**config.mk**
```make
export PLATFORM = sky130hd
export DESIGN_NAME = reg_rename_unit
export DESIGN_NICKNAME = d
export VERILOG_FILES = /design/src/rtl/rr_pkg.sv /design/src/rtl/rr_free_list.sv /design/src/rtl/rr_scoreboard.sv /design/src/rtl/rr_history.sv /design/src/rtl/reg_rename_unit.sv
export SDC_FILE = /design/constraint.sdc
export NUM_CORES = 2
export LEC_CHECK = 0
export ABC_AREA = 1
export CORE_UTILIZATION = 45
export CTS_BUF_LIST = sky130_fd_sc_hd__clkbuf_8
export DETAILED_ROUTE_END_ITERATION = 8
export PLACE_DENSITY_LB_ADDON = 0.08
export SLEW_MARGIN = 10
export SYNTH_ARGS = -nofsm -noshare
export SYNTH_HDL_FRONTEND = slang
export SYNTH_HIERARCHICAL = 1
export SYNTH_SLANG_ARGS = --single-unit
```
**constraint.sdc**
```tcl
create_clock -name clk -period 5.19 [get_ports clk]
set_input_delay 1.038 -clock clk [delete_from_list [all_inputs] [get_ports clk]]
set_output_delay 1.038 -clock clk [all_outputs]
set_load 0.03 [all_outputs]
```
**src/rtl/rr_pkg.sv**
```systemverilog
package rr_pkg;
  localparam int unsigned RR_ARCH_N = 32;
  localparam int unsigned RR_PHYS_N = 64;
  localparam int unsigned RR_SEQ_W  = 16;
  localparam int unsigned RR_HIST_N = 32;
  localparam int unsigned RR_ARCH_W = $clog2(RR_ARCH_N);
  localparam int unsigned RR_PHYS_W = $clog2(RR_PHYS_N);

  typedef logic [RR_ARCH_W-1:0] arch_idx_t;
  typedef logic [RR_PHYS_W-1:0] phys_idx_t;
  typedef logic [RR_SEQ_W-1:0]  seq_t;

  typedef struct packed {
    seq_t      seq;
    arch_idx_t arch;
    phys_idx_t newp;
    phys_idx_t prevp;
  } hist_ent_t;

  // True when a is at or before b in modulo sequence order.
  function automatic logic seq_not_after(seq_t a, seq_t b);
    seq_t d;
    d = a - b;
    return d[RR_SEQ_W-1] || (d == '0);
  endfunction
endpackage

```
**src/rtl/rr_free_list.sv**
```systemverilog
module rr_free_list
  import rr_pkg::*;
#(
  parameter int unsigned PHYS_N = RR_PHYS_N,
  parameter int unsigned ARCH_N = RR_ARCH_N
) (
  input  logic                         clk,
  input  logic                         rst_n,
  input  logic                         pop,
  input  logic                         push,
  input  phys_idx_t                    push_idx,
  output phys_idx_t                    head_idx,
  output logic                         empty,
  output logic [$clog2(PHYS_N):0]      count
);
  localparam int unsigned PW     = $clog2(PHYS_N);
  localparam int unsigned INIT_N = PHYS_N - ARCH_N;

  phys_idx_t         slot_q [PHYS_N];
  logic [PW-1:0]     rd_q, rd_d;
  logic [PW-1:0]     wr_q, wr_d;
  logic [PW:0]       cnt_q, cnt_d;

  always_comb begin
    rd_d  = rd_q;
    wr_d  = wr_q;
    cnt_d = cnt_q;
    if (pop) begin
      rd_d = rd_q + 1'b1;
    end
    if (push) begin
      wr_d = wr_q + 1'b1;
    end
    case ({push, pop})
      2'b10:   cnt_d = cnt_q + 1'b1;
      2'b01:   cnt_d = cnt_q - 1'b1;
      default: cnt_d = cnt_q;
    endcase
  end

  always_ff @(posedge clk or negedge rst_n) begin
    if (!rst_n) begin
      rd_q  <= '0;
      wr_q  <= PW'(INIT_N);
      cnt_q <= (PW+1)'(INIT_N);
    end else begin
      rd_q  <= rd_d;
      wr_q  <= wr_d;
      cnt_q <= cnt_d;
    end
  end

  always_ff @(posedge clk or negedge rst_n) begin
    if (!rst_n) begin
      for (int i = 0; i < int'(PHYS_N); i++) begin
        slot_q[i] <= (i < int'(INIT_N)) ? phys_idx_t'(int'(ARCH_N) + i) : '0;
      end
    end else if (push) begin
      slot_q[wr_q] <= push_idx;
    end
  end

  assign head_idx = slot_q[rd_q];
  assign empty    = (cnt_q == '0);
  assign count    = cnt_q;
endmodule

```
**src/rtl/rr_scoreboard.sv**
```systemverilog
module rr_scoreboard
  import rr_pkg::*;
#(
  parameter int unsigned PHYS_N = RR_PHYS_N
) (
  input  logic              clk,
  input  logic              rst_n,
  input  logic              set_en,
  input  phys_idx_t         set_idx,
  input  logic              clr_en,
  input  phys_idx_t         clr_idx,
  output logic [PHYS_N-1:0] rdy_bits
);
  logic [PHYS_N-1:0] bits_q, bits_d;

  always_comb begin
    bits_d = bits_q;
    if (set_en) begin
      bits_d[set_idx] = 1'b1;
    end
    if (clr_en) begin
      bits_d[clr_idx] = 1'b0;
    end
  end

  always_ff @(posedge clk or negedge rst_n) begin
    if (!rst_n) begin
      bits_q <= '1;
    end else if (set_en || clr_en) begin
      bits_q <= bits_d;
    end
  end

  assign rdy_bits = bits_q;
endmodule

```
**src/rtl/rr_history.sv**
```systemverilog
module rr_history
  import rr_pkg::*;
#(
  parameter int unsigned DEPTH = RR_HIST_N
) (
  input  logic                       clk,
  input  logic                       rst_n,
  input  logic                       push,
  input  hist_ent_t                  push_ent,
  input  logic                       cm_valid,
  input  seq_t                       cm_seq,
  output logic                       retire,
  output hist_ent_t                  retire_ent,
  output logic                       full,
  output logic [$clog2(DEPTH):0]     count
);
  localparam int unsigned AW = $clog2(DEPTH);

  hist_ent_t     ent_q [DEPTH];
  logic [AW-1:0] old_q, old_d;
  logic [AW-1:0] new_q, new_d;
  logic [AW:0]   cnt_q, cnt_d;
  seq_t          bound_q;
  logic          bound_vld_q;

  assign retire_ent = ent_q[old_q];
  assign retire     = bound_vld_q && (cnt_q != '0) &&
                      seq_not_after(retire_ent.seq, bound_q);

  function automatic logic [AW-1:0] ptr_inc(logic [AW-1:0] p);
    return (p == AW'(DEPTH-1)) ? '0 : p + 1'b1;
  endfunction

  always_comb begin
    old_d = retire ? ptr_inc(old_q) : old_q;
    new_d = push   ? ptr_inc(new_q) : new_q;
    case ({push, retire})
      2'b10:   cnt_d = cnt_q + 1'b1;
      2'b01:   cnt_d = cnt_q - 1'b1;
      default: cnt_d = cnt_q;
    endcase
  end

  always_ff @(posedge clk or negedge rst_n) begin
    if (!rst_n) begin
      old_q       <= '0;
      new_q       <= '0;
      cnt_q       <= '0;
      bound_q     <= '0;
      bound_vld_q <= 1'b0;
    end else begin
      old_q <= old_d;
      new_q <= new_d;
      cnt_q <= cnt_d;
      if (cm_valid) begin
        bound_q     <= cm_seq;
        bound_vld_q <= 1'b1;
      end
    end
  end

  always_ff @(posedge clk or negedge rst_n) begin
    if (!rst_n) begin
      for (int i = 0; i < int'(DEPTH); i++) begin
        ent_q[i] <= '0;
      end
    end else if (push) begin
      ent_q[new_q] <= push_ent;
    end
  end

  assign full  = (cnt_q == (AW+1)'(DEPTH));
  assign count = cnt_q;
endmodule

```
**src/rtl/reg_rename_unit.sv**
```systemverilog
module reg_rename_unit
  import rr_pkg::*;
#(
  parameter int unsigned NUM_SRC    = 2,
  parameter int unsigned ARCH_N     = RR_ARCH_N,
  parameter int unsigned PHYS_N     = RR_PHYS_N,
  parameter int unsigned HIST_DEPTH = RR_HIST_N
) (
  input  logic                                  clk,
  input  logic                                  rst_n,
  input  logic                                  rn_valid,
  input  logic [RR_SEQ_W-1:0]                   rn_seq,
  input  logic                                  rn_has_dst,
  input  logic [RR_ARCH_W-1:0]                  rn_dst_arch,
  input  logic [NUM_SRC-1:0][RR_ARCH_W-1:0]     rn_src_arch,
  output logic                                  rn_busy,
  output logic [RR_PHYS_W-1:0]                  rn_dst_phys,
  output logic [RR_PHYS_W-1:0]                  rn_prev_phys,
  output logic [NUM_SRC-1:0][RR_PHYS_W-1:0]     rn_src_phys,
  output logic [NUM_SRC-1:0]                    rn_src_rdy,
  input  logic                                  cm_valid,
  input  logic [RR_SEQ_W-1:0]                   cm_seq,
  input  logic                                  wb_valid,
  input  logic [RR_PHYS_W-1:0]                  wb_phys
);
  localparam int unsigned FL_CW = $clog2(PHYS_N) + 1;
  localparam int unsigned HB_CW = $clog2(HIST_DEPTH) + 1;

  phys_idx_t          map_q [ARCH_N];
  phys_idx_t          fl_head;
  logic               fl_empty;
  logic [FL_CW-1:0]   fl_count;
  logic               hist_full;
  logic [HB_CW-1:0]   hist_count;
  logic               retire;
  hist_ent_t          retire_ent;
  hist_ent_t          log_ent;
  logic [PHYS_N-1:0]  sb_bits;

  logic needs_phys, fire, alloc, log_push, release_prev;
  logic map_we;

  // Request decode
  assign needs_phys   = rn_has_dst && (rn_dst_arch != '0);
  assign rn_busy      = rn_valid && rn_has_dst &&
                        (hist_full || (needs_phys && fl_empty));
  assign fire         = rn_valid && !rn_busy;
  assign alloc        = fire && needs_phys;
  assign log_push     = fire && rn_has_dst;
  assign map_we       = alloc;
  assign rn_dst_phys  = needs_phys ? fl_head : '0;
  assign rn_prev_phys = rn_has_dst ? map_q[rn_dst_arch] : '0;
  assign release_prev = retire && (retire_ent.prevp != retire_ent.newp);

  always_comb begin
    log_ent       = '0;
    log_ent.seq   = rn_seq;
    log_ent.arch  = rn_dst_arch;
    log_ent.newp  = rn_dst_phys;
    log_ent.prevp = rn_prev_phys;
  end

  // Source lookup with same-cycle writeback bypass
  for (genvar g = 0; g < int'(NUM_SRC); g++) begin : g_src
    phys_idx_t src_p;
    assign src_p          = map_q[rn_src_arch[g]];
    assign rn_src_phys[g] = src_p;
    assign rn_src_rdy[g]  = sb_bits[src_p] || (wb_valid && (wb_phys == src_p));
  end

  // Mapping table
  always_ff @(posedge clk or negedge rst_n) begin
    if (!rst_n) begin
      for (int i = 0; i < int'(ARCH_N); i++) begin
        map_q[i] <= phys_idx_t'(i);
      end
    end else if (map_we) begin
      map_q[rn_dst_arch] <= fl_head;
    end
  end

  rr_free_list #(
    .PHYS_N (PHYS_N),
    .ARCH_N (ARCH_N)
  ) u_pool (
    .clk      (clk),
    .rst_n    (rst_n),
    .pop      (alloc),
    .push     (release_prev),
    .push_idx (retire_ent.prevp),
    .head_idx (fl_head),
    .empty    (fl_empty),
    .count    (fl_count)
  );

  rr_scoreboard #(
    .PHYS_N (PHYS_N)
  ) u_ready (
    .clk      (clk),
    .rst_n    (rst_n),
    .set_en   (wb_valid),
    .set_idx  (wb_phys),
    .clr_en   (alloc),
    .clr_idx  (fl_head),
    .rdy_bits (sb_bits)
  );

  rr_history #(
    .DEPTH (HIST_DEPTH)
  ) u_log (
    .clk        (clk),
    .rst_n      (rst_n),
    .push       (log_push),
    .push_ent   (log_ent),
    .cm_valid   (cm_valid),
    .cm_seq     (cm_seq),
    .retire     (retire),
    .retire_ent (retire_ent),
    .full       (hist_full),
    .count      (hist_count)
  );
endmodule

```
* Yosys cells after proc, flatten, opt, wreduce, memory -nomap -nowiden
Index checks and enable logic that the tools add are counted.
W data, S select, Z words.
** Storage, ports and cells
- Bits in registers :: 1748
- Latch bits :: 0
- Memory bits (writable) :: 0
- ROM bits :: 0
- Output and inout port bits :: 27
- Word-level logic and storage cells :: 347
- Memories kept :: 0
** Cells by class
- $add $sub $neg :: 9
- Multipliers :: 0
- Div/mod/pow operators :: 0
- Order comparisons :: 16
- Equal/unequal tests :: 10
- Shift-type cells :: 0
- Muxes and demuxes :: 40
- Bitwise operators :: 10
- Reductions and logical operators :: 29
** Operators with widths (number)
- $bwmux W1056 :: 1
- $bwmux W384 :: 1
- $bwmux W192 :: 1
- $bmux W33 S5 :: 1
- $demux W33 S5 :: 1
- $mux W64 :: 2
- $mux W33 :: 3
- $bmux W6 S5 :: 3
- $mux W6 :: 12
- $and A64 B64 Y64 :: 1
- $not A64 Y64 :: 1
- $or A64 B64 Y64 :: 1
- $bmux W6 S6 :: 1
- $demux W6 S6 :: 1
- $demux W6 S5 :: 1
- $ge A6 B6 Y1 const B :: 5
- $not A5 Y6 :: 5
- $lt A6 B7 Y1 const B :: 4
- $add A6 B1 Y6 const B :: 3
- $logic_and A1 B1 Y1 :: 17
- $logic_not A16 Y1 :: 1
- $sub A16 B16 Y16 :: 1
- $ge A7 B7 Y1 const B :: 2
- $not A6 Y7 :: 2
- other kinds (25) :: 43

* Depth between registers and ports, before layout
- Depth in word-level cells :: 11
- Mapped depth :: 47
- Gate-level depth less buffers :: 42

* Hierarchy
Netlist, hierarchy kept.
** By module, submodules not included
- rr_history :: instances 1, cells each 5892, area each 49079.6 µm², sequential area each 27251.1 µm²
- rr_free_list :: instances 1, cells each 2519, area each 19278.5 µm², sequential area each 10227.3 µm²
- reg_rename_unit :: instances 1, cells each 2074, area each 14020.9 µm², sequential area each 4904.7 µm²
- rr_scoreboard :: instances 1, cells each 371, area each 3080.5 µm², sequential area each 1681.6 µm²

* Least setup slack after synthesis
OpenSTA, ideal clock, no wires.
- Path type :: reg-to-reg
- From :: register u_log.old_q[1]
- To :: register u_pool.cnt_q[6], in the netlist u_pool/count[6]
- Library setup time :: 0.117 ns
- Data arrival time :: 4.663 ns
- Setup slack :: 0.410 ns
- Stages on the path, launching flop included :: 45
- Period minus slack after synthesis :: 4.780 ns
- Cell sequence :: dfrtp_1 > buf_4 > inv_2 > buf_4 > buf_4 > clkbuf_1 > o21ai_0 > o22ai_1 > nand2_1 > nand4_1 > nand2_1 > ha_1 > inv_1 > fa_1 > inv_1 > nand2_1 > nor2_1 > nand3_1 > [9 not listed] > o31ai_1 > inv_1 > inv_2 > ha_1 > clkbuf_1 > inv_1 > nand2_1 > nand2_1 > inv_1 > ha_1 > inv_1 > nand2_1 > nand3_1 > nand2_1 > nand3_1 > nand3_1 > nand2_1 > nand2_1
** Between the ends
- Longest elaborated chain between the ends :: 11
- Elaborated cells between the ends (all ways) :: 14
- Those cells by class :: add/sub: 1; eq/ne: 3; mux: 4; bitwise: 1; reduce/logical: 5
** RTL lines
- start, declared :: line rr_history.sv:20 : logic [AW-1:0] old_q, old_d;
- start signal, assigned :: line rr_history.sv:52 : old_q <= old_d;
- $not A5 Y6 (not written as such) * :: line rr_history.sv:26 : assign retire_ent = ent_q[old_q];
- $bmux W33 S5 * :: line rr_history.sv:26
- $mux W33 (not written as such) * (2 in series) :: line rr_history.sv:26
- $sub A16 B16 Y16 * :: line rr_pkg.sv:23 : d = a - b;
- $logic_not A16 Y1 :: line rr_pkg.sv:24 : return d[RR_SEQ_W-1] || (d == '0);
- $logic_or A1 B1 Y1 * :: line rr_pkg.sv:24
- $logic_and A1 B1 Y1 * :: line rr_history.sv:27 : assign retire = bound_vld_q && (cnt_q != '0) &&
- via retire :: line reg_rename_unit.sv:35 : logic retire;
- $logic_and A1 B1 Y1 * :: line reg_rename_unit.sv:53 : assign release_prev = retire && (retire_ent.prevp != retire_ent.newp);
- via release_prev :: line reg_rename_unit.sv:40 : logic needs_phys, fire, alloc, log_push, release_prev;
- $eq A2 B1 Y1 / $eq A2 B2 Y1 (equally long branches) :: line rr_free_list.sv:34 : case ({push, pop})
- $pmux W7 S2 / $reduce_bool A2 Y1 (equally long branches)
- end signal, assigned :: line rr_free_list.sv:45 : cnt_q <= (PW+1)'(INIT_N);
- end signal, assigned :: line rr_free_list.sv:49 : cnt_q <= cnt_d;
- end, declared :: line rr_free_list.sv:22 : logic [PW:0] cnt_q, cnt_d;
The timed path passes the listed nets; every way through them passes the cells marked *. The select of a mux whose other input is x is not followed.
A chain may end at the register's enable or synchronous reset.

==> results by stage <==
Timing:
- The smallest clock period supported by the final layout is computed as 5.20 ns.
- The number of failing hold endpoints at the final stage was 0.
- The worst pin sits at a relative slew slack of -14.2%.
- On the final layout, the worst hold slack is 0.432 ns.
- Setup repair after global routing could not meet its margin everywhere.
- The upper clock frequency limit is 192 MHz.
- The worst path uses 100% of the clock period.
- The final total negative setup slack is -0.00837 ns.
- At the pin with the least slew margin, the transition time is 1.71 ns.
- Setup violations remaining at the end of the flow were counted as 1.
- The number of pins exceeding their max-slew limit in the final report was 22.
- Once routing completed, OpenROAD measured the worst setup slack at -0.00837 ns.
- The worst-case clock skew is 0.0595 ns.

Drt:
- The detailed-route DRC error count is 0.
- The number of iterations in the first detailed-routing pass is 6.
- For this block, the initial DRC count from the detailed router was 7632.
- The detailed-route via count is 72.1k.
- The detailed-route wire length per cell is 22.0 um.
- The final layout contains routed wiring with a total length of 279 mm.
- The average via count per standard cell is 5.68.
- In this run the remaining antenna-violating nets after routing total 0.

Setup path:
- Data arrives at the worst endpoint at 6.04 ns.
- Together, buffers and inverters on the worst path number 10.
- The biggest cell delay along the critical path is 0.54 ns.
- The kind of start point of the critical path is a flop.
- The cell that appears most often on the critical path is sky130_fd_sc_hd__nand2_1.
- The largest individual stage delay along the critical path comes from the cell sky130_fd_sc_hd__dfrtp_4.
- The top cell family by delay on the critical path is simple AND/OR/NAND/NOR gates.
- The worst setup path is captured at a flop.
- The critical path class is flop to flop.
- The maximum fanout along the worst path is 7.
- The data required time at the worst endpoint is 6.03 ns.

Floorplan:
- The chip width is 420 um.
- The total area inside the core boundary comes to 0.174 mm^2.
- The number of ports placed on the die boundary is 86.
- The number of placement rows is 153.
- The effective utilization at floorplan is 45.3%.
- The die boundary height is 420 um.
- The overall die area is 0.177 mm^2.

GRT:
- The via count of the first global-routing pass is 68.3k.
- The first global-routing pass estimated 421 mm of wire.
- The overall track demand over capacity in global routing is 31.0%.
- Entering global routing, the biggest net connects 156 pins.
- Global routing finished with a remaining overflow of 0.
- The initial antenna violation count is 3.

Power and ir drop:
- The leakage component of the power is 41.7 nW.
- The internal power of the cells totals 0.0328 W.
- The maximum ir drop on the vdd rail is 0.705 mV.
- The portion of total power attributed to combinational logic is 46.4%.
- The power share of the clock group is 20.4%.
- The completed layout was analyzed and its total power is 0.0584 W.
- In this run the power spent charging and discharging nets is 0.0255 W.
- The sequential group share of total power is 33.2%.
- Net switching is 43.7% of the power.
- For this design the ratio of total power to cell area is 634 mW/mm^2.

Placement:
- The congestion estimate from routability-driven global placement came to 0.959.
- OpenSTA, run right after detailed placement, puts the worst setup slack at -0.382 ns.
- The detailed-placement wirelength estimate is 171 mm.
- The number of buffers added on ports is 85.

Synth:
- The mean cell area of the mapped netlist is 7.80 um^2.
- After technology mapping, the gate count stands at 10.1k.
- The number of nets in the synthesized netlist is 10.2k.
- The cell area that synthesis handed to floorplanning was 0.0787 mm^2.
- The Yosys step of the flow raised 6 warnings.

CTS:
- The clock transition at the registers of the reported paths is 0.06 ns.
- The maximum clock insertion buffer count is 4.
- TritonCTS built the clock tree.
- In this run the clock root is driven by a sky130_fd_sc_hd__clkbuf_8.
- The clock latency on the worst-skew pair is 1.02 ns.
- The total clock sinks is 1588.
- TritonCTS created 296 clock buffers.
- The depth of the CTS H-tree is 5.

Worst hold path:
- The path class of the lowest-slack min-delay path is flop to flop.

Final layout:
- The number of nets in the layout is 10.2k.
- The post-synthesis to final-layout area growth is 16.9%.
- The share of post-route cells with drive strength above 1 is 17.0%.
- The number of fillers in the final layout is 16.8k.

Run status:
- The checks that failed: capacitance limit, slew limit, setup timing.
- The flow ran to the end, but the final reports show violations.

Flow run:
- The tool flagged a number of max-cap violations equal to 2.
-- layout by cell type, fill, tap and decap left out, types with 11 or more instances in the layout --
| master | n |
|---|---|
| sky130_fd_sc_hd__nand3_1 | 659 |
| sky130_fd_sc_hd__nand4_1 | 40 |
| sky130_fd_sc_hd__inv_2 | 38 |
| sky130_fd_sc_hd__nand2_1 | 2380 |
| sky130_fd_sc_hd__ha_1 | 21 |
| sky130_fd_sc_hd__buf_4 | 393 |
| sky130_fd_sc_hd__clkinv_2 | 32 |
| sky130_fd_sc_hd__ha_4 | 12 |
| sky130_fd_sc_hd__clkbuf_8 | 370 |
| sky130_fd_sc_hd__nor2_1 | 776 |
| sky130_fd_sc_hd__clkdlybuf4s50_1 | 58 |
| sky130_fd_sc_hd__o21ai_1 | 338 |
| sky130_fd_sc_hd__inv_1 | 595 |
| sky130_fd_sc_hd__nor3_2 | 11 |
| sky130_fd_sc_hd__buf_12 | 100 |
| sky130_fd_sc_hd__dfstp_2 | 258 |
| sky130_fd_sc_hd__nand2_2 | 202 |
| sky130_fd_sc_hd__nand2_4 | 42 |
| sky130_fd_sc_hd__nor2_4 | 28 |
| sky130_fd_sc_hd__o22ai_1 | 139 |
| sky130_fd_sc_hd__o211ai_1 | 96 |
| sky130_fd_sc_hd__o221ai_1 | 63 |
| sky130_fd_sc_hd__buf_6 | 61 |
| sky130_fd_sc_hd__nor2_2 | 20 |
| sky130_fd_sc_hd__a21oi_1 | 321 |
| sky130_fd_sc_hd__dfrtp_1 | 1325 |
| sky130_fd_sc_hd__o21ai_2 | 88 |
| sky130_fd_sc_hd__o21ai_0 | 1641 |
| sky130_fd_sc_hd__xor2_1 | 13 |
| sky130_fd_sc_hd__a22oi_1 | 83 |
| sky130_fd_sc_hd__nand3_2 | 15 |
-- flip-flops by register name, indices dropped and copies added (netlist names) --
signal             cells
map_q                192
u_log/bound_q         16
u_log/bound_vld_q      1
u_log/count            6
u_log/ent_q          896
u_log/new_q            5
u_log/old_q            5
u_pool/count           7
u_pool/rd_q            6
u_pool/slot_q        384
u_pool/wr_q            6
u_ready/rdy_bits      64
-- worst paths after layout --
check / from / endpoint / slack, ns / depth (start not counted)
worst max-delay path: u_log/old_q[0]$_DFFE_PN0N_ / u_pool/slot_q[11]$_DFFE_PN0P_ / -0.008 / 33
worst min-delay path: map_q[186]$_DFFE_PN0P_ / map_q[186]$_DFFE_PN0P_ / 0.43 / 0
worst max register to register: u_log/old_q[0]$_DFFE_PN0N_ / u_pool/slot_q[11]$_DFFE_PN0P_ / -0.008 / 33
worst min register to register: map_q[186]$_DFFE_PN0P_ / map_q[186]$_DFFE_PN0P_ / 0.43 / 0
max in group asynchronous: rst_n / u_log/ent_q[160]$_DFFE_PN0P_ / 3.08 / 4
min in group asynchronous: rst_n / u_pool/slot_q[35]$_DFFE_PN0P_ / 0.68 / 2
-- routing by layer --
layer | wire length (um) | part of all wire, % | global-route usage, %
met5 | 0 | 0 | 0
met4 | 11500 | 4.1 | 13.4
met3 | 18500 | 6.6 | 4.59
met2 | 129000 | 46 | 49.2
met1 | 119000 | 43 | 42.1
-- timing repair --
| action | CTS | global route |
|---|---|---|
| endpoints found under the setup margin | 399 | 399 |
| gates cloned | 3 | 39 |
| hold endpoints to repair | 58 | 0 |
| hold buffers | 1 | 0 |
| pin swaps | 11 | 88 |
| gates resized for setup | 57 | 677 |
| buffers inserted | 9 | 27 |
-- power groups by stage --
stage / logic, W / registers, W / clock network [W]
global placement: 0.0243 / 0.0194 / 0
CTS: 0.0251 / 0.0193 / 0.0122
finish: 0.0271 / 0.0194 / 0.0119
floorplan: 0.0152 / 0.0185 / 0
detailed placement: 0.0245 / 0.0194 / 0
global route: 0.0297 / 0.0198 / 0.0127
-- final cells by class --
| cell class | instances | area (um^2) | share of cell area (%) |
|---|---|---|---|
| timing repair inverter | 1 | 16.3 | 0.0177 |
| timing repair buffer | 639 | 6710 | 7.28 |
| multi-input combinational | 7079 | 34500 | 37.5 |
| sequential | 1588 | 40100 | 43.5 |
| tap | 2325 | 2910 | 3.16 |
| antenna | 2 | 5.00 | 0.00544 |
| clock inverter | 136 | 619 | 0.673 |
| clock buffer | 370 | 5090 | 5.53 |
| inverter | 548 | 2110 | 2.29 |
-- worst reg2reg max path, delay by kind of cell, from the launching register on --
kind	cells	cell delay, ns
and+or+nand+nor	16	1.84
buffers and inverters	10	1.39
AOI/OAI and AO/OA	6	1.01
DFF	1	0.54
adders and majority gates	1	0.27
-- through the flow --
step,cell area (um^2),utilization (%),std cells
2_1_floorplan,78700,-,10094
3_3_place_gp,83600,48.1,12103
3_5_place_dp,83600,48.1,12103
4_1_cts,89700,51.6,12622
5_1_grt,92000,53.0,12688
6_report,92000,53.0,12688
Note: power is estimated with default switching activity, not from simulation.
